`src/rtl/alp_pkg.sv`:
```
package alp_pkg;

    // Operating mode decoded from the two active-low control lines
    typedef enum logic [1:0] {
        MODE_KEEP  = 2'd0,
        MODE_WRITE = 2'd1,
        MODE_STEER = 2'd2,
        MODE_WIPE  = 2'd3
    } mode_e;

endpackage

```
`src/rtl/alp_mode_dec.sv`:
```
module alp_mode_dec
    import alp_pkg::*;
(
    input  logic  enable_n,
    input  logic  clear_n,
    output mode_e mode
);

    always_comb begin
        unique case ({enable_n, clear_n})
            2'b10:   mode = MODE_WIPE;   // clear only acts while disabled
            2'b00:   mode = MODE_STEER;  // clear + enable: demultiplex
            2'b01:   mode = MODE_WRITE;  // enable only: addressed write
            default: mode = MODE_KEEP;   // both inactive: memory
        endcase
    end

endmodule

```
`src/rtl/alp_addr_dec.sv`:
```
module alp_addr_dec #(
    parameter int WIDTH  = 4,
    localparam int ADDR_W = $clog2(WIDTH)
) (
    input  logic [ADDR_W-1:0] addr,
    output logic [WIDTH-1:0]  onehot
);

    for (genvar i = 0; i < WIDTH; i++) begin : g_line
        assign onehot[i] = (addr == ADDR_W'(i));
    end

endmodule

```
`src/rtl/alp_bank.sv`:
```
module alp_bank
    import alp_pkg::*;
#(
    parameter int WIDTH = 4
) (
    input  logic             clk,
    input  logic             rst,
    input  mode_e            mode,
    input  logic [WIDTH-1:0] pick,
    input  logic             din,
    output logic [WIDTH-1:0] q
);

    typedef struct packed {
        logic [WIDTH-1:0] bits;
    } bank_state_t;

    bank_state_t state_d, state_q;
    logic [WIDTH-1:0] din_fan;

    assign din_fan = {WIDTH{din}};

    always_comb begin
        state_d = state_q;
        unique case (mode)
            MODE_WIPE:  state_d.bits = '0;
            MODE_STEER: state_d.bits = pick & din_fan;
            MODE_WRITE: state_d.bits = (state_q.bits & ~pick) | (pick & din_fan);
            default:    state_d.bits = state_q.bits;
        endcase
    end

    always_ff @(posedge clk) begin
        if (rst) begin
            state_q <= '0;
        end else begin
            state_q <= state_d;
        end
    end

    assign q = state_q.bits;

endmodule

```
`src/rtl/addr_latch_pair.sv`:
```
module addr_latch_pair
    import alp_pkg::*;
#(
    parameter int WIDTH  = 4,
    localparam int ADDR_W = $clog2(WIDTH),
    localparam int NBANKS = 2
) (
    input  logic              clk,
    input  logic              rst,
    input  logic [ADDR_W-1:0] sel,
    input  logic              enable_n,
    input  logic              clear_n,
    input  logic              din_a,
    input  logic              din_b,
    output logic [WIDTH-1:0]  bits_a,
    output logic [WIDTH-1:0]  bits_b
);

    mode_e            mode;
    logic [WIDTH-1:0] pick;
    logic             din_vec [NBANKS];
    logic [WIDTH-1:0] q_vec   [NBANKS];

    assign din_vec[0] = din_a;
    assign din_vec[1] = din_b;

    alp_mode_dec u_mode (
        .enable_n (enable_n),
        .clear_n  (clear_n),
        .mode     (mode)
    );

    alp_addr_dec #(.WIDTH(WIDTH)) u_addr (
        .addr   (sel),
        .onehot (pick)
    );

    for (genvar b = 0; b < NBANKS; b++) begin : g_bank
        alp_bank #(.WIDTH(WIDTH)) u_bank (
            .clk  (clk),
            .rst  (rst),
            .mode (mode),
            .pick (pick),
            .din  (din_vec[b]),
            .q    (q_vec[b])
        );
    end

    assign bits_a = q_vec[0];
    assign bits_b = q_vec[1];

endmodule

```
`config.mk`:
```
export PLATFORM = sky130hd
export DESIGN_NAME = addr_latch_pair
export DESIGN_NICKNAME = d
export VERILOG_FILES = /design/src/rtl/alp_pkg.sv /design/src/rtl/alp_mode_dec.sv /design/src/rtl/alp_addr_dec.sv /design/src/rtl/alp_bank.sv /design/src/rtl/addr_latch_pair.sv
export SDC_FILE = /design/constraint.sdc
export NUM_CORES = 1
export LEC_CHECK = 0
export ABC_AREA = 1
export ABC_CLOCK_PERIOD_IN_PS = 1700
export BUFFER_PORTS_ARGS = -buffer_cell sky130_fd_sc_hd__buf_2
export CORE_AREA = 3 3 40 42
export DETAILED_ROUTE_END_ITERATION = 8
export DIE_AREA = 0 0 43 45
export GPL_TIMING_DRIVEN = 1
export PLACE_DENSITY = 0.78
export SKIP_LAST_GASP = 1
export SLEW_MARGIN = 20
export SYNTH_ARGS = -nofsm -noshare
export SYNTH_HDL_FRONTEND = slang
export SYNTH_HIERARCHICAL = 1
export SYNTH_SLANG_ARGS = --single-unit
```
`constraint.sdc`:
```
create_clock -name clk -period 1.7 [get_ports clk]
set_clock_uncertainty 0.15 [all_clocks]
set_input_delay 0.255 -clock clk [delete_from_list [all_inputs] [get_ports clk]]
set_output_delay 0.255 -clock clk [all_outputs]
set_load 0.02 [all_outputs]
```
==> flow_summary.ini <==
[worst_setup_path]
crit_chain = buf_2, inv_1, ha_1, inv_1, ha_1, inv_2, nand2_1, nand2_1, nand2_1, a21oi_1
crit_fanout = 8
endpoint_kind = flip-flop
cp.buffers_inverters = 4
cp_top_family = adder cells
criticalPathCategory = input port to flip-flop
arrival_ps = 1400
critical_path.slowest_cell = ha_1
cp-start-kind = input port
cpPeakStageDelay_ps = 330
crit_top_cell = nand2_1
worstPathRequired_ps = 1740

[routing]
totalWireLength_um = 1252
initialDrtViolationCount = 20
ant_nets = 0
post_drt_wl_per_cell_um = 8.634
vias_per_cell = 4.572
drc_errors = 0
vias = 663
firstDrtPassIters = 4

[sta]
hold_ws_ps = 157.6
min_period_over_period = 0.8030
tns_ps = 0
slew_viol_final = 0
worstMarginPinSlew_ps = 399.6
min_period_ps = 1365
report.final.setup_viol = 0
relSlewSlack = 0.7326
rsz0062_at_grt = no
final-hold-violation-count = 0
fmax_mhz = 732.6

[clocking]
ctsResizeCount = 0
cts_tree = yes
cts-root-buf = clkbuf_4
cts.sinks = 8
cts.htree.levels = 1
clk_path_buf_depth = 2
clk_pin_slew_worst_paths_ps = 60
numCtsBuffers = 3
clock_latency_ps = 250
hold_buffers = 0
cts_setup_buffers = 0

[floorplan]
die_w_um = 43
initial_core_util = 0.4985
io_pins = 16
die_h_um = 45
dieArea_um2 = 1935
coreArea_um2 = 1285
rows = 13

[global_routing]
track_usage = 0.1515
antenna_found_initial = 0
grt_pass1_wl_um = 2221
grt_start_max_net_pins = 9
overflow = 0
grt_pass1_vias = 589

[logic_synthesis]
synthFlopType = dfxtp_1
synthArstFlopShare = 0
syn_nets = 128
seq_area_frac_synth = 0.2500
ys_top_cells_by_area = nand2_1 29%, dfxtp_1 25%, ha_1 16%
synth_warnings = 6
netlist_area_um2 = 640.6
yosys.area.top_type_share = 0.2930
post-synth-top-count-cell = nand2_1
ys_types = 8
syn_inst = 112
syn_avg_cell_area_um2 = 5.720
synth-edff-count = 0
synthTopCellsByCount = 50 x nand2_1, 21 x inv_1
synth_area_leader_cell = nand2_1
ys_seq_elements = 8

[final_layout]
n_antenna_cell = 0
syn_to_final_growth_pct = 18.16
nets = 148
drive_above_1_share = 0.1846
largest_reg_flops = 8

[min_path]
min_path_type = input port to flip-flop

[placement]
routabilityCongestion = 0.7757
dp_hpwl_um = 1008
portBuffers = 15

[power]
irDropWorstVdd_mv = 0.4564
power.leakage_nw = 0.4621
p_per_area_nw_per_um2 = 656.9

[outcome]
status = completed

[flow_run]
cap_viol_max_count = 0
==> where the power goes <==
part / switching, W / internal [W] / leakage, nW / total (W)
combinational: 0.0000987 / 0.0000541 / 0.383 / 0.000153
sequential: 0.00000300 / 0.000195 / 0.0649 / 0.000198
clock: 0.0000653 / 0.0000808 / 0.0138 / 0.000146
==> logic make-up (layout without fill, tap and decap cells) <==
group                    count (synthesis)  in the layout  share of synthesized area
AO/OA/AOI/OAI                            8              8                    0.06250
buffers and inverters                   27             45                     0.1582
AND/OR/NAND/NOR                         61             61                     0.3730
adder cells (fa/ha/maj)                  8              8                     0.1563
flip-flops                               8              8                     0.2500
==> layer usage <==
layer  vias up  part of all wire  global-route usage  wire length (um)
met1       279              0.43              0.1663               539
met3         2             0.065             0.06375                82
li1        367                 -                   -                 -
met2        15              0.49              0.2605               616
met4         0             0.010             0.06024                13
met5         -                 0                   0                 0
==> area by class of cell <==
class,instances,area [um^2]
Clock buffer,3,22.52
Fill cell,152,528.0
Inverter,27,101.3
Multi-Input combinational cell,77,379.1
Sequential cell,8,160.2
Tap cell,15,18.77
Timing Repair Buffer,15,75.07
==> placed cells by master (no fill, tap or decap) <==
master / instances
nor2_1: 3
buf_2: 15
a21oi_1: 8
nand2_1: 50
inv_1: 21
ha_1: 8
dfxtp_1: 8
inv_2: 6
clkbuf_4: 3
nand3_1: 8
==> worst register-to-register path: cells and delay by family, from the launching register on <==
| family | cells | cell delay (ps) |
|---|---|---|
| buf+inv | 1 | 40 |
| simple gates | 2 | 100 |
| flops | 1 | 320 |
| compound gates | 1 | 110 |
==> through the flow <==
step                      total power, W  cell area (um^2)  cells    util  worst slack [ps]
after detailed placement       0.0003551             734.5    142  0.5716             81.77
after floorplan                0.0003175             640.6    112       -             289.3
after CTS                      0.0005057             757.0    145  0.5891             341.6
after global routing           0.0005352             757.0    145  0.5891             194.5
final                          0.0004972             757.0    145  0.5891             335.0
after global placement         0.0003513             734.5    142  0.5716             127.7
==> path summary, 6_finish.rpt <==
kind	start	to	slack (ps)	cells past startpoint
setup reg to reg	g_bank[1].u_bank/q[2]	g_bank[1].u_bank/q[2]	920	4
hold / removal	rst	g_bank[1].u_bank/q[1]	160	4
hold reg to reg	g_bank[1].u_bank/q[1]	g_bank[1].u_bank/q[1]	360	4
setup / recovery	enable_n	g_bank[0].u_bank/q[1]	330	10
Note: power is estimated with default switching activity, not from simulation.
